**src/rtl/wdog_once_pkg.sv**
```systemverilog
package wdog_once_pkg;

   // count source encoding held in bits 4:3 of the mode byte
   typedef enum logic [1:0] {
      SRC_SLOW  = 2'b00,
      SRC_FAST  = 2'b01,
      SRC_OFF_A = 2'b10,
      SRC_OFF_B = 2'b11
   } src_sel_e;

   // mode byte layout: fixed bits, source, period code
   typedef struct packed {
      logic [2:0] fixed;
      logic [1:0] src;
      logic [2:0] per;
   } mode_t;

   localparam logic [2:0] FIXED_TOP = 3'b011;
   localparam int unsigned PER_W    = 3;
   localparam int unsigned MODE_W   = 8;

endpackage

```
**src/rtl/wdog_mode_reg.sv**
```systemverilog
module wdog_mode_reg
   import wdog_once_pkg::*;
#(
   parameter logic [MODE_W-1:0] RESET_MODE = 8'h67
)(
   input  logic              clk,
   input  logic              rst_n,
   input  logic              wr_en,
   input  logic [MODE_W-1:0] wr_data,
   input  logic              strap_locked,
   output mode_t             mode_q,
   output logic              written_q,
   output logic              halt_q,
   output logic              accept,
   output logic              dup_wr
);

   mode_t wr_mode;
   logic  unused_hi;

   // bits 7:5 of a written byte never reach the register
   assign unused_hi = ^wr_data[7:5];

   always_comb begin
      wr_mode.fixed = FIXED_TOP;
      wr_mode.src   = strap_locked ? SRC_SLOW : wr_data[4:3];
      wr_mode.per   = wr_data[2:0];
   end

   assign accept = wr_en & ~written_q;
   assign dup_wr = wr_en & written_q & ~halt_q;

   always_ff @(posedge clk or negedge rst_n) begin
      if (!rst_n) begin
         mode_q    <= mode_t'(RESET_MODE);
         written_q <= 1'b0;
         halt_q    <= 1'b0;
      end else if (accept) begin
         mode_q    <= wr_mode;
         written_q <= 1'b1;
         halt_q    <= ~strap_locked & wr_data[4];
      end
   end

endmodule

```
**src/rtl/wdog_src_sel.sv**
```systemverilog
module wdog_src_sel
   import wdog_once_pkg::*;
(
   input  logic       tick_slow,
   input  logic       tick_fast,
   input  logic       strap_locked,
   input  logic       halted,
   input  logic [1:0] src,
   output logic       sel_tick,
   output logic       use_fast
);

   always_comb begin
      use_fast = ~strap_locked & (src == SRC_FAST);
      sel_tick = ~halted & (use_fast ? tick_fast : tick_slow);
   end

endmodule

```
**src/rtl/wdog_period_cnt.sv**
```systemverilog
module wdog_period_cnt
   import wdog_once_pkg::*;
#(
   parameter int unsigned SLOW_EXP0    = 11,
   parameter int unsigned FAST_EXP0    = 13,
   parameter int unsigned STALL_CYCLES = 1024
)(
   input  logic             clk,
   input  logic             rst_n,
   input  logic             tick,
   input  logic             use_fast,
   input  logic             clear,
   input  logic             restart,
   input  logic             halted,
   input  logic [PER_W-1:0] per,
   output logic             ovf_evt,
   output logic             resume_evt
);

   localparam int unsigned BASE_MAX = (SLOW_EXP0 > FAST_EXP0) ? SLOW_EXP0 : FAST_EXP0;
   localparam int unsigned CNT_W    = BASE_MAX + (1 << PER_W) - 1;
   localparam int unsigned EXP_W    = $clog2(CNT_W + 1);
   localparam logic [EXP_W-1:0] SLOW_B = EXP_W'(SLOW_EXP0);
   localparam logic [EXP_W-1:0] FAST_B = EXP_W'(FAST_EXP0);

   logic [CNT_W-1:0] cnt_q;
   logic [CNT_W-1:0] last;
   logic [CNT_W:0]   span;
   logic [EXP_W-1:0] exp_sel;
   logic             stalled;

   // terminal count = 2^(base + code) - 1
   always_comb begin
      exp_sel = (use_fast ? FAST_B : SLOW_B) + EXP_W'(per);
      span    = (CNT_W + 1)'(1) << exp_sel;
      last    = CNT_W'(span - 1'b1);
   end

   // dead-source monitor, present only when a stall limit is given
   if (STALL_CYCLES > 0) begin : g_stall
      localparam int unsigned GAP_W = $clog2(STALL_CYCLES + 1);
      localparam logic [GAP_W-1:0] GAP_MAX = GAP_W'(STALL_CYCLES);
      logic [GAP_W-1:0] gap_q;

      always_ff @(posedge clk or negedge rst_n) begin
         if (!rst_n) begin
            gap_q <= '0;
         end else if (restart || halted || tick) begin
            gap_q <= '0;
         end else if (gap_q != GAP_MAX) begin
            gap_q <= gap_q + 1'b1;
         end
      end

      assign stalled = (gap_q == GAP_MAX);
   end else begin : g_nostall
      assign stalled = 1'b0;
   end

   assign resume_evt = tick & stalled & ~restart;
   assign ovf_evt    = tick & ~clear & ~resume_evt & (cnt_q == last);

   always_ff @(posedge clk or negedge rst_n) begin
      if (!rst_n) begin
         cnt_q <= '0;
      end else if (clear || resume_evt) begin
         cnt_q <= '0;
      end else if (tick) begin
         cnt_q <= (cnt_q == last) ? '0 : cnt_q + 1'b1;
      end
   end

endmodule

```
**src/rtl/wdog_once_top.sv**
```systemverilog
module wdog_once_top
   import wdog_once_pkg::*;
#(
   parameter int unsigned       SLOW_EXP0    = 11,
   parameter int unsigned       FAST_EXP0    = 13,
   parameter int unsigned       STALL_CYCLES = 1024,
   parameter logic [MODE_W-1:0] RESET_MODE   = 8'h67
)(
   input  logic              clk,
   input  logic              rst_n,
   input  logic              tick_slow,
   input  logic              tick_fast,
   input  logic              strap_locked,
   input  logic              wr_en,
   input  logic [MODE_W-1:0] wr_data,
   input  logic              kick,
   output logic [MODE_W-1:0] rd_data,
   output logic              rst_req
);

   // elaboration-time parameter checks
   if (RESET_MODE[7:5] != FIXED_TOP) begin : g_bad_fixed
      $error("RESET_MODE bits 7:5 must be 011");
   end
   if (RESET_MODE[4] != 1'b0) begin : g_bad_src
      $error("RESET_MODE must not start in the stopped state");
   end
   if (SLOW_EXP0 < 1 || FAST_EXP0 < 1) begin : g_bad_exp
      $error("period base exponents must be at least 1");
   end
   if (((SLOW_EXP0 > FAST_EXP0) ? SLOW_EXP0 : FAST_EXP0) + (1 << PER_W) > 32) begin : g_bad_wide
      $error("longest period exceeds 31 counter bits");
   end

   mode_t mode_q;
   logic  written_q;
   logic  halt_q;
   logic  accept;
   logic  dup_wr;
   logic  sel_tick;
   logic  use_fast;
   logic  ovf_evt;
   logic  resume_evt;
   logic  cnt_clear;
   logic  rst_req_q;

   wdog_mode_reg #(
      .RESET_MODE (RESET_MODE)
   ) u_mode (
      .clk          (clk),
      .rst_n        (rst_n),
      .wr_en        (wr_en),
      .wr_data      (wr_data),
      .strap_locked (strap_locked),
      .mode_q       (mode_q),
      .written_q    (written_q),
      .halt_q       (halt_q),
      .accept       (accept),
      .dup_wr       (dup_wr)
   );

   wdog_src_sel u_src (
      .tick_slow    (tick_slow),
      .tick_fast    (tick_fast),
      .strap_locked (strap_locked),
      .halted       (halt_q),
      .src          (mode_q.src),
      .sel_tick     (sel_tick),
      .use_fast     (use_fast)
   );

   assign cnt_clear = kick | accept;

   wdog_period_cnt #(
      .SLOW_EXP0    (SLOW_EXP0),
      .FAST_EXP0    (FAST_EXP0),
      .STALL_CYCLES (STALL_CYCLES)
   ) u_cnt (
      .clk        (clk),
      .rst_n      (rst_n),
      .tick       (sel_tick),
      .use_fast   (use_fast),
      .clear      (cnt_clear),
      .restart    (accept),
      .halted     (halt_q),
      .per        (mode_q.per),
      .ovf_evt    (ovf_evt),
      .resume_evt (resume_evt)
   );

   always_ff @(posedge clk or negedge rst_n) begin
      if (!rst_n) begin
         rst_req_q <= 1'b0;
      end else begin
         rst_req_q <= ovf_evt | resume_evt | dup_wr;
      end
   end

   assign rst_req = rst_req_q;
   assign rd_data = mode_q;

endmodule

```
**config.mk**
```make
export PLATFORM = sky130hd
export DESIGN_NAME = wdog_once_top
export DESIGN_NICKNAME = d
export VERILOG_FILES = /design/src/rtl/wdog_once_pkg.sv /design/src/rtl/wdog_mode_reg.sv /design/src/rtl/wdog_src_sel.sv /design/src/rtl/wdog_period_cnt.sv /design/src/rtl/wdog_once_top.sv
export SDC_FILE = /design/constraint.sdc
export NUM_CORES = 1
export LEC_CHECK = 0
export CAP_MARGIN = 10
export CORE_MARGIN = 3
export CORE_UTILIZATION = 67
export CTS_BUF_LIST = sky130_fd_sc_hd__clkbuf_2 sky130_fd_sc_hd__clkbuf_4 sky130_fd_sc_hd__clkbuf_8
export CTS_CLUSTER_DIAMETER = 50
export DETAILED_ROUTE_END_ITERATION = 10
export DONT_BUFFER_PORTS = 1
export PLACE_DENSITY_LB_ADDON = 0.2
export SYNTH_ARGS = -nofsm -noshare
export SYNTH_HDL_FRONTEND = slang
export SYNTH_HIERARCHICAL = 1
export SYNTH_SLANG_ARGS = --single-unit
```
**constraint.sdc**
```tcl
create_clock -name clk -period 6.1 [get_ports clk]
set_input_delay 0.61 -clock clk [delete_from_list [all_inputs] [get_ports clk]]
set_output_delay 0.61 -clock clk [all_outputs]
set_load 0.05 [all_outputs]
```
**Word-level counts from Yosys, hierarchy flattened**

Index checks and enable logic that the tools add are counted.

- Add/subtract/negate cells: 4
- Shifts and indexed selects: 1
- Multiplexer cells: 8
- Reduce and logical (&&, ||, !) cells: 5
- Bitwise operators: 20
- Equality and inequality tests: 4

Operators by type and width:

| kind | count |
|---|---|
| $mux W20 | 3 |
| $mux W11 | 2 |
| $add A20 B1 Y20 const B | 1 |
| $eq A20 B20 Y1 | 1 |
| $shl A1 B5 Y20 const A | 1 |
| $sub A20 B1 Y20 const B | 1 |
| $add A11 B1 Y11 const B | 1 |
| $and A1 B1 Y1 | 11 |
| $eq A11 B11 Y1 const B | 1 |
| $ne A11 B11 Y1 const B | 1 |
| $not A1 Y1 | 6 |
| $add A5 B3 Y5 | 1 |
| $reduce_bool A2 Y1 | 2 |
| $logic_or A1 B1 Y1 | 3 |
| $mux W3 | 1 |
| $or A1 B1 Y1 | 3 |
| $eq A2 B1 Y1 const B | 1 |
| $mux W2 | 1 |
| $mux W1 | 1 |

- Bits of input ports: 15
- Flip-flop bits (word level): 39
- Logic and storage cells: 49
- Output and inout bits: 9

**Longest topological paths before layout**

Gate-level depths: netlist (run 1).

- Word-level depth: 11
- Depth in mapped cells: 23
- Depth with buffers taken out: 17

**Cells and area by module**

Netlist (run 1), hierarchy kept.

By module, submodules not included:

| module | cells each | sequential area each (µm²) | area each (µm²) | instances |
|---|---|---|---|---|
| wdog_period_cnt | 338 | 775.7 | 2,801.4 | 1 |
| wdog_mode_reg | 24 | 153.9 | 317.8 | 1 |
| wdog_src_sel | 4 | 0.0 | 41.3 | 1 |
| wdog_once_top | 3 | 25.0 | 37.5 | 1 |

**Least setup slack after synthesis (run 1)**

OpenSTA, ideal clock, no wires.

- Kind: flip-flop to flip-flop
- Start: reg u_mode/mode_q[3] (netlist name)
- End: reg u_cnt.cnt_q[4]
- Path slack: 1,079 ps
- Arrival time: 4,893 ps
- Clock period less this slack: 5,021 ps
- Cell stages (with the launch flop): 22
- Path buffers: 4
- Library setup time: 128 ps
- Data required time: 5,972 ps
- Cells stage by stage: dfrtp_1 nor3b_4 inv_1 ha_1 buf_4 a21oi_1 inv_1 fa_1 buf_2 nor2_1 nand3_1 ha_1 xnor2_1 a311o_1 nor3_1 and3_1 o2111ai_1 or4_1 buf_2 buf_6 a31oi_1 o22ai_1

- Longest elaborated chain between the ends: 10
- Elaborated cells between the ends (all ways): 16
- Those cells by class: add/sub (2); eq/ne (2); shift (1); mux (5); bitwise (4); reduce/logical (2)

Ends and longest elaborated chain:

| item | line | source |
|---|---|---|
| $eq A2 B1 Y1 * | wdog_src_sel.sv:14 | `use_fast = ~strap_locked & (src == SRC_FAST);` |
| $and A1 B1 Y1 * | wdog_src_sel.sv:14 |  |
| named net use_fast | wdog_once_top.sv:41 | `logic use_fast;` |
| $mux W3 | wdog_period_cnt.sv:34 | `exp_sel = (use_fast ? FAST_B : SLOW_B) + EXP_W'(per);` |
| $add A5 B3 Y5 | wdog_period_cnt.sv:34 |  |
| $shl A1 B5 Y20 | wdog_period_cnt.sv:35 | `span = (CNT_W + 1)'(1) << exp_sel;` |
| $sub A20 B1 Y20 | wdog_period_cnt.sv:36 | `last = CNT_W'(span - 1'b1);` |
| $eq A20 B20 Y1 | wdog_period_cnt.sv:69 | `cnt_q <= (cnt_q == last) ? '0 : cnt_q + 1'b1;` |
| $mux W20 | wdog_period_cnt.sv:69 |  |
| $mux W20 | wdog_period_cnt.sv:68 | `end else if (tick) begin` |
| $mux W20 | wdog_period_cnt.sv:66 | `end else if (clear \|\| resume_evt) begin` |
| to (signal assigned) | wdog_period_cnt.sv:69 |  |
| to (decl) | wdog_period_cnt.sv:26 | `logic [CNT_W-1:0] cnt_q;` |

Mark *: on every way through the listed nets, which the timed path passes. The rest lies on a longest branch. The select of a mux whose other input is x is not followed.
A chain may end at the register's enable or synchronous reset.

**Worst setup path after layout (run 1)**

- Start: reg u_mode/mode_q[3] (netlist name)
- End: reg u_cnt.cnt_q[1]

- Longest elaborated chain between the ends: 10
- Elaborated cells between the ends (all ways): 16
- Those cells by class: add/sub (2); eq/ne (2); shift (1); mux (5); bitwise (4); reduce/logical (2)

Ends and longest elaborated chain:

| item | line |
|---|---|
| $eq A2 B1 Y1 * | wdog_src_sel.sv:14 |
| $and A1 B1 Y1 * | wdog_src_sel.sv:14 |
| named net use_fast | wdog_once_top.sv:41 |
| $mux W3 | wdog_period_cnt.sv:34 |
| $add A5 B3 Y5 | wdog_period_cnt.sv:34 |
| $shl A1 B5 Y20 | wdog_period_cnt.sv:35 |
| $sub A20 B1 Y20 | wdog_period_cnt.sv:36 |
| $eq A20 B20 Y1 | wdog_period_cnt.sv:69 |
| $mux W20 | wdog_period_cnt.sv:69 |
| $mux W20 | wdog_period_cnt.sv:68 |
| $mux W20 | wdog_period_cnt.sv:66 |

Marks and branches as above.

==> flow_metrics.tcl, run 1 <==
set metrics [dict create \
    outcome "complete, no violations" \
    synthArstFlopShare 1.00 \
    timing.final.crit_share 0.937 \
    cts_made_buffers 5 \
    cp_max_fo 18 \
    cts.clk_slew.worst_paths_ps 90 \
    hold_slack_ps 139 \
    gp_congestion 1.01 \
    fin_skew_ps 14.7 \
    arrival_ps 5900 \
    drive_above_1_share 0.112 \
    met2_usage 0.472 \
    wire_per_inst_um 18.9 \
    drv_slew 0 \
    seq_power_share 0.373 \
    critical_path_class "flop to flop" \
    hold_path.class "input port to asynchronous set/reset pin" \
    worst_slack_ps 382 \
    dr.pass1.iters 6 \
    dp_hpwl_um 5370 \
    fin_area_um2 3280 \
    clkSinkCount 38 \
    synth_top_area_cell "dfrtp_1" \
    diodes 0 \
    via_per_inst 7.02 \
    ys_ff_latch 38 \
    hold_violations 0 \
    drc 0 \
    max_stage_delay_ps 890 \
    grt_max_degree 34 \
    avgSynthCellArea_um2 8.67 \
    dpl_cell_area_um2 3140 \
    synth_cell_types 75 \
    clock_latency_ps 300 \
    dr_total_vias 2864 \
    dieArea_um2 5640 \
    p_per_area_nw_per_um2 235 \
    grt_pass1_wl_um 12600 \
    seq_area_frac_synth 0.299 \
    final_cell_mix "35 x dfrtp_1, 27 x nor2_1, 21 x nand2_1, 18 x nand3_1, 15 x inv_1" \
    cts-root-buf "clkbuf_8" \
    p_int_uw 487 \
    layout_min_cycle_time_ps 5720 \
    pwr-share-comb 0.345 \
    gr-total-overflow 0 \
    num_rows 24 \
    synth_cells 369 \
    hold_buffers 1 \
    grt.met1_usage 0.386 \
    setup_viol 0 \
    path_cells "nor3b_4 > inv_1 > ha_1 > a21oi_1 > inv_1 > fa_1 > nor2_1 > nand3_1 > ha_1 > xnor2_1 > a311o_1 > nor3_1 > and3_1 > o2111ai_1 > or4_1 > and2_1 > a22o_1" \
    leakage_nw 1.31 \
    synthTopCellsByArea "dfrtp_1 27%, xor2_1 3.8%, nor2_1 3.2%" \
    power_switching_uw 286 \
    cp-end-kind "flop" \
    cts_tree "yes" \
    nets 377 \
    synth-edff-count 0 \
    grt_pass1_vias 2596 \
    synth_warnings 6 \
    worst_pin_slew_ps 998 \
    post-place-ws_ps 524 \
    antenna_found_initial 0 \
    p_clk_frac 0.282 \
    ir_worst_vdd_mv 0.158 \
    wirelength_um 7700 \
    clk_path_buf_depth 2 \
    postCtsSetupRepairBufs 0 \
    die_w_um 75.1 \
    yosys_most_used_dff "dfrtp_1" \
    critPathSlowestCell "or4_1" \
    fill_cells 344 \
    final_common_cell "dfrtp_1" \
    fp.coreArea_um2 4470 \
    synth_area_um2 3200 \
    fmaxAchievable_mhz 175 \
    grt-busiest-layer "met2" \
    gr-usage-met3 0.0521 \
    syn_to_final_growth_pct 2.66 \
    die_height_um 75.1 \
    netlist.area_leader.share 0.274 \
    swShare 0.370 \
    drtAntennaViolNets 0 \
    io_pins 24 \
    grt_usage 0.289 \
    numPortBuffers 0 \
    cp.required_ps 6280 \
    tns_ps 0 \
    drv_cap 0 \
    h-tree-depth 2 \
    initial_core_util 0.715 \
    drtIter0Drc 280 \
    rsz0062_at_grt "false" \
    cts.repair.resized 0 \
    relSlewSlack 0.316 \
    worstSetupStartpointType "flop" \
]
## Yosys cell counts, types with 3 or more instances
cell type   n
o21ai_0    14
a21o_1      5
a31oi_1    14
a21oi_1    10
buf_4       6
nand2_1    21
buf_2       5
nand4b_1    6
a211oi_1    7
buf_1       4
or4b_2      3
o211ai_1    6
nor2_1     27
nor2b_1     8
dfstp_2     3
and3_1      9
o31ai_1     3
buf_6       4
dfrtp_1    35
nand2b_1    6
and2_1      7
ha_1        6
nand3_1    18
or2_2       4
or4b_1      3
nand4_1    10
nand3b_1    3
mux2i_1     4
clkbuf_1   10
xor2_1     14
inv_1      15
nor3_1      9
or3_1       5
xnor2_1     8
mux2_4      5
## state kept, by name, summed over array words and instances, names as in the netlist
signal	count
u_mode/written_q	1
rst_req	1
u_mode/mode_q	5
u_cnt/g_stall.gap_q	11
u_cnt/cnt_q	20
## cell families after synthesis
family	synth area share
multiplexers	0.0360
XOR/XNOR	0.0689
other	0.00235
flip-flops	0.299
AND/OR/NAND/NOR	0.293
buffers and inverters	0.0716
AO/OA/AOI/OAI	0.200
adder cells (fa/ha/maj)	0.0297
## power by group through the flow
stage / clock network, mW / registers [mW] / logic [mW]
floorplan: 0 / 0.290 / 0.206
global placement: 0 / 0.292 / 0.246
detailed placement: 0 / 0.293 / 0.252
CTS: 0.223 / 0.288 / 0.255
global route: 0.234 / 0.290 / 0.286
finish: 0.218 / 0.288 / 0.267
## final cells by class
| cell class | instances | area [µm²] | share of cell area |
|---|---|---|---|
| clock inverter | 3 | 45.0 | 0.0137 |
| clock buffer | 5 | 68.8 | 0.0210 |
| sequential | 38 | 955 | 0.291 |
| inverter | 15 | 56.3 | 0.0171 |
| tap | 52 | 65.1 | 0.0198 |
| timing repair buffer | 8 | 75.1 | 0.0229 |
| multi-input combinational | 287 | 2020 | 0.615 |
## metrics by stage
| step | util | cells | power, mW |
|---|---|---|---|
| final | 0.734 | 408 | 0.773 |
| after global routing | 0.734 | 408 | 0.810 |
| after CTS | 0.729 | 407 | 0.766 |
| after detailed placement | 0.702 | 398 | 0.545 |
| after global placement | 0.702 | 398 | 0.538 |
| after floorplan | - | 370 | 0.496 |
## metal layers
layer,wire length [µm],vias up
met1,3340,1370
met2,3610,136
li1,-,1336
met4,214,0
met5,0,-
met3,529,22
## worst max-delay path: cells and delay by family (launching register included)
family                   cells  cell delay [ps]
AO/OA/AOI/OAI                4              840
XOR/XNOR                     1              130
adder cells (fa/ha/maj)      3             1150
buffers and inverters        2              200
flip-flops                   1              670
AND/OR/NAND/NOR              7             2610
## path summary, 6_finish.rpt
kind / start / endpoint / slack, ps / cells past startpoint
hold / removal: rst_n / u_mode/mode_q[2] / 140 / 0
setup reg to reg: u_mode/mode_q[3] / u_cnt/cnt_q[1] / 380 / 17
min in group clk: wr_en / u_mode/written_q / 430 / 1
max in group asynchronous: rst_n / u_cnt/g_stall.gap_q[8] / 5200 / 1
hold reg to reg: u_mode/written_q / u_mode/written_q / 560 / 1
setup / recovery: u_mode/mode_q[3] / u_cnt/cnt_q[1] / 380 / 17
No activity file was read; power rests on OpenSTA's default activity.
==> run 2: changes to the inputs <==
- MAX_ROUTING_LAYER: unset -> met4
==> run 2 against run 1 <==
Effect of this change: die area unchanged; register-to-register slack better by 90 ps; power fell by 5.4%; cell area decreased by 1.4%; routed wire length shrank 1.4%; combinational power fell by 2%; via count shrank 1.7%; largest power group unchanged.
==> flow_metrics.tcl, run 2 (same netlist as run 1, synthesis figures left out) <==
set metrics [dict create \
    worstSetupStartpointType "flop" \
    dr.pass1.iters 5 \
    io_pins 24 \
    fill_cells 350 \
    grt_usage 0.284 \
    grt_pass1_vias 2488 \
    swShare 0.374 \
    cts_made_buffers 5 \
    drtAntennaViolNets 0 \
    drive_above_1_share 0.107 \
    wire_per_inst_um 18.7 \
    cts.clk_slew.worst_paths_ps 70 \
    numPortBuffers 0 \
    dr_total_vias 2815 \
    r2r_start "u_mode/mode_q[3]" \
    rsz0062_at_grt "false" \
    p_per_area_nw_per_um2 226 \
    num_rows 24 \
    fin_area_um2 3240 \
    drtIter0Drc 366 \
    dp_hpwl_um 5310 \
    power.total_uw 731 \
    diodes 0 \
    hold_violations 0 \
    leakage_nw 1.30 \
    dpl_cell_area_um2 3130 \
    final_cell_mix "35 x dfrtp_1, 27 x nor2_1, 21 x nand2_1, 18 x nand3_1, 15 x inv_1" \
    regMostFlops "u_cnt/cnt_q" \
    place_inst 397 \
    largest_registers "u_cnt/cnt_q x20, u_cnt/g_stall.gap_q x11, u_mode/mode_q x5" \
    tns_ps 0 \
    clock_latency_ps 290 \
    cts.repair.resized 0 \
    p_int_uw 458 \
    wirelength_um 7590 \
    cp-end-kind "flop" \
    cp.required_ps 6270 \
    rrSetupSlack_ps 480 \
    die_height_um 75.1 \
    relSlewSlack 0.275 \
    ir_worst_vdd_mv 0.138 \
    final_common_cell "dfrtp_1" \
    fin_skew_ps 10.6 \
    h-tree-depth 2 \
    gp_congestion 0.935 \
    layout_min_cycle_time_ps 5620 \
    fmaxAchievable_mhz 178 \
    crit_start "u_mode/mode_q[3]" \
    drc 0 \
    reg2reg_depth 17 \
    drv_slew 0 \
    dieArea_um2 5640 \
    nets 375 \
    met2_length_um 3620 \
    hold_path.class "input port to asynchronous set/reset pin" \
    grt_pass1_wl_um 12000 \
    syn_to_final_growth_pct 1.21 \
    drv_cap 0 \
    critical_path_class "flop to flop" \
    r2r_end "u_cnt/cnt_q[1]" \
    seq_power_share 0.395 \
    via_per_inst 6.93 \
    power_switching_uw 273 \
    die_w_um 75.1 \
    met1_length_um 3330 \
    cp_max_fo 18 \
    setup_viol 0 \
    pwr-share-comb 0.356 \
    clkSinkCount 38 \
    clk_path_buf_depth 2 \
    cp-endpoint "u_cnt/cnt_q[1]" \
    cts_tree "yes" \
    antenna_found_initial 0 \
    post-place-ws_ps 592 \
    p_clk_frac 0.249 \
    met3WireLength_um 511 \
    gr-total-overflow 0 \
    fp.coreArea_um2 4470 \
    cts-root-buf "clkbuf_8" \
    worst_pin_slew_ps 1060 \
    largest_reg_flops 20 \
    initial_core_util 0.715 \
    grt_max_degree 39 \
    fin_cells 406 \
    routed.top_layer "met4" \
    arrival_ps 5800 \
    outcome "complete, no violations" \
    worst_slack_ps 475 \
    timing.final.crit_share 0.922 \
]
-- run 2: layout make-up --
type,instances,area (µm²),area share
Clock inverter,1,5.00,0.00155
Timing Repair Buffer,6,47.5,0.0147
Inverter,15,56.3,0.0174
Clock buffer,7,90.1,0.0278
Tap cell,52,65.1,0.0201
Sequential cell,38,955,0.295
Multi-Input combinational cell,287,2020,0.624
-- run 2: what timing repair did --
item,4_1_cts,5_1_grt
setup buffers,0,0
hold endpoints to repair,0,16
hold buffers,0,1
-- run 2: worst max-delay path, cell delays in order (launching register included) --
cell and delay [ps]:
dfrtp_1 670, nor3b_4 390, inv_1 90, ha_1 320
a21oi_1 200, inv_1 90, fa_1 490, nor2_1 430
nand3_1 150, ha_1 320, xnor2_1 130, a311o_1 310
nor3_1 190, and3_1 180, o2111ai_1 110, or4_1 890
and2_1 350, a22o_1 180
-- run 2: per-layer routing --
layer | vias up | GRT usage
met3 | 17 | 0.0374
li1 | 1329 | -
met4 | 0 | 0.0830
met2 | 129 | 0.430
met1 | 1340 | 0.397
met5 | - | -
-- run 2: power groups by stage --
stage | registers (mW) | clock network, mW | logic [mW]
2_1_floorplan | 0.290 | 0 | 0.206
3_3_place_gp | 0.292 | 0 | 0.244
3_5_place_dp | 0.293 | 0 | 0.249
4_1_cts | 0.288 | 0.184 | 0.250
5_1_grt | 0.290 | 0.199 | 0.275
6_report | 0.289 | 0.182 | 0.261
-- run 2: how the worst min path moves through the flow --
stage,from,end,cells after the start
after detailed placement,rst_n,u_cnt/cnt_q[16],0
after CTS,rst_n,u_cnt/cnt_q[16],0
after global placement,rst_n,u_cnt/cnt_q[16],0
final,rst_n,u_cnt/cnt_q[11],0
after global routing,rst_n,u_cnt/cnt_q[3],0
after floorplan,rst_n,rst_req,0
-- run 2: per-stage QoR --
step                hold WS (ps)  utilization
floorplan                    314            -
global placement             315        0.700
detailed placement           315        0.700
CTS                         1.87        0.721
global route               0.330        0.723
finish                      18.9        0.723
==> run 3: changes to the inputs <==
- clock period: 6.1 -> 5.29 ns (I/O delays scaled with it)
==> run 3 against run 2 <==
Effect of this change: maximum frequency rose by 12%; first-iteration DRC count fell by 1.9%; sequential power rose by 12%; power rose by 21%; combinational power rose by 23%; final cell count rose by 1.5%; cell area rose by 2.1%; core utilization rose by 1.5 points; routed wire length rose by 1.4%; global-route usage rose by 1.6 points; via count rose by 1.7%; critical endpoint unchanged; largest cell class unchanged; largest power group unchanged.
==> flow_metrics.tcl, run 3 (same netlist as run 1, synthesis figures left out) <==
set metrics [dict create \
    fin_skew_ps 7.85 \
    p_clk_frac 0.273 \
    regMostFlops "u_cnt/cnt_q" \
    diodes 0 \
    num_rows 24 \
    postCtsSetupRepairBufs 0 \
    cts_tree "yes" \
    syn_to_final_growth_pct 3.36 \
    critPathSlowestCell "or4_1" \
    grt_pass1_wl_um 12600 \
    nets 381 \
    fp.coreArea_um2 4470 \
    via_per_inst 6.95 \
    path_cells "nor3b_4 > inv_1 > ha_1 > a21oi_1 > inv_1 > fa_1 > and3b_1 > nand2_1 > ha_1 > xnor2_1 > a311o_1 > nor3_1 > and3_1 > o2111ai_1 > or4_1 > and2_1 > a22o_1" \
    drtAntennaViolNets 0 \
    power_switching_uw 323 \
    final_common_cell "dfrtp_1" \
    swShare 0.363 \
    drc 0 \
    cp.required_ps 5470 \
    die_w_um 75.1 \
    dieArea_um2 5640 \
    drv_slew 0 \
    hold_violations 0 \
    initial_core_util 0.715 \
    gr-total-overflow 0 \
    io_pins 24 \
    h-tree-depth 2 \
    grt_usage 0.299 \
    max_stage_delay_ps 880 \
    leakage_nw 1.34 \
    worstSetupStartpointType "flop" \
    rsz0062_at_grt "false" \
    final_cell_mix "35 x dfrtp_1, 27 x nor2_1, 21 x nand2_1, 18 x nand3_1, 15 x inv_1" \
    cp_max_fo 18 \
    clk_path_buf_depth 2 \
    dr_total_vias 2862 \
    clkSinkCount 38 \
    outcome "complete, no violations" \
    cts.clk_slew.worst_paths_ps 80 \
    cts.repair.resized 0 \
    p_int_uw 565 \
    hold_path.class "input port to asynchronous set/reset pin" \
    antenna_found_initial 0 \
    seq_power_share 0.365 \
    numPortBuffers 0 \
    critical_path_class "flop to flop" \
    tns_ps 0 \
    worst_pin_slew_ps 1110 \
    largest_registers "u_cnt/cnt_q x20, u_cnt/g_stall.gap_q x11, u_mode/mode_q x5" \
    setup_viol 0 \
    pwr-share-comb 0.362 \
    cts_made_buffers 5 \
    drtIter0Drc 359 \
    relSlewSlack 0.255 \
    grt_max_degree 36 \
    p_per_area_nw_per_um2 269 \
    path_buf_inv 2 \
    drive_above_1_share 0.125 \
    wire_per_inst_um 18.7 \
    fin_util 0.739 \
    dp_hpwl_um 5490 \
    gp_congestion 1.01 \
    die_height_um 75.1 \
    fmaxAchievable_mhz 199 \
    grt_pass1_vias 2694 \
    wirelength_um 7690 \
    ir_worst_vdd_mv 0.207 \
    dpl_cell_area_um2 3170 \
    timing.final.crit_share 0.949 \
    cts-root-buf "clkbuf_8" \
    crit_family "simple AND/OR/NAND/NOR gates" \
    clock_latency_ps 290 \
    drv_cap 0 \
    layout_min_cycle_time_ps 5020 \
    dr.pass1.iters 6 \
    cp-end-kind "flop" \
    largest_reg_flops 20 \
    fin_area_um2 3310 \
    fill_cells 336 \
    arrival_ps 5200 \
]
## run 3: final timing paths
| path | from | to | slack (ps) | cells past startpoint |
|---|---|---|---|---|
| setup / recovery | u_mode/mode_q[4] | u_cnt/cnt_q[1] | 270 | 17 |
| hold / removal | rst_n | u_cnt/cnt_q[14] | 70 | 1 |
| setup reg to reg | u_mode/mode_q[4] | u_cnt/cnt_q[1] | 270 | 17 |
| hold reg to reg | u_cnt/g_stall.gap_q[10] | u_cnt/g_stall.gap_q[10] | 570 | 2 |
| max in group asynchronous | rst_n | u_cnt/g_stall.gap_q[7] | 5040 | 1 |
| min in group clk | wr_en | u_mode/written_q | 360 | 1 |
## run 3: cell type report
cell class,instances,area (µm²),share of cell area
clock buffers,5,68.8,0.0208
clock inverters,3,40.0,0.0121
inverters,15,56.3,0.0170
multi-input cells,287,2020,0.611
flip-flops and latches,38,955,0.289
well taps,52,65.1,0.0197
repair buffers,12,103,0.0310
## run 3: worst reg2reg max path: cells and delay by family, from the launching register on
kind / cells / cell delay (ps)
compound gates: 4 / 810
xor+xnor: 1 / 130
fa+ha+maj: 3 / 1190
buf+inv: 2 / 160
flops: 1 / 420
simple gates: 7 / 2220
## run 3: metal layers
layer  part of all wire  vias to the layer above  global-route usage
met5                  0                        -                   -
met4              0.025                        0               0.109
met3              0.066                       20              0.0481
met2               0.48                      135               0.478
met1               0.43                     1370               0.384
li1                   -                     1337                   -
## run 3: power by group through the flow
stage	clock network, mW	registers, mW	logic (mW)
3_5_place_dp	0	0.329	0.308
6_report	0.243	0.324	0.322
5_1_grt	0.258	0.326	0.349
4_1_cts	0.249	0.323	0.315
3_3_place_gp	0	0.328	0.299
2_1_floorplan	0	0.335	0.238
## run 3: repair_timing
| item | CTS | global route |
|---|---|---|
| setup endpoints to repair | 0 | 0 |
| hold endpoints to repair | 35 | 0 |
| hold buffers | 1 | 0 |
## run 3: stage by stage
step	instances	setup WS (ps)	hold WS [ps]	power [mW]
after global routing	412	44.2	50.1	0.932
after floorplan	370	269	233	0.572
after global placement	402	303	234	0.627
final	412	268	66.5	0.888
after detailed placement	402	239	234	0.637
after CTS	411	314	58.7	0.887
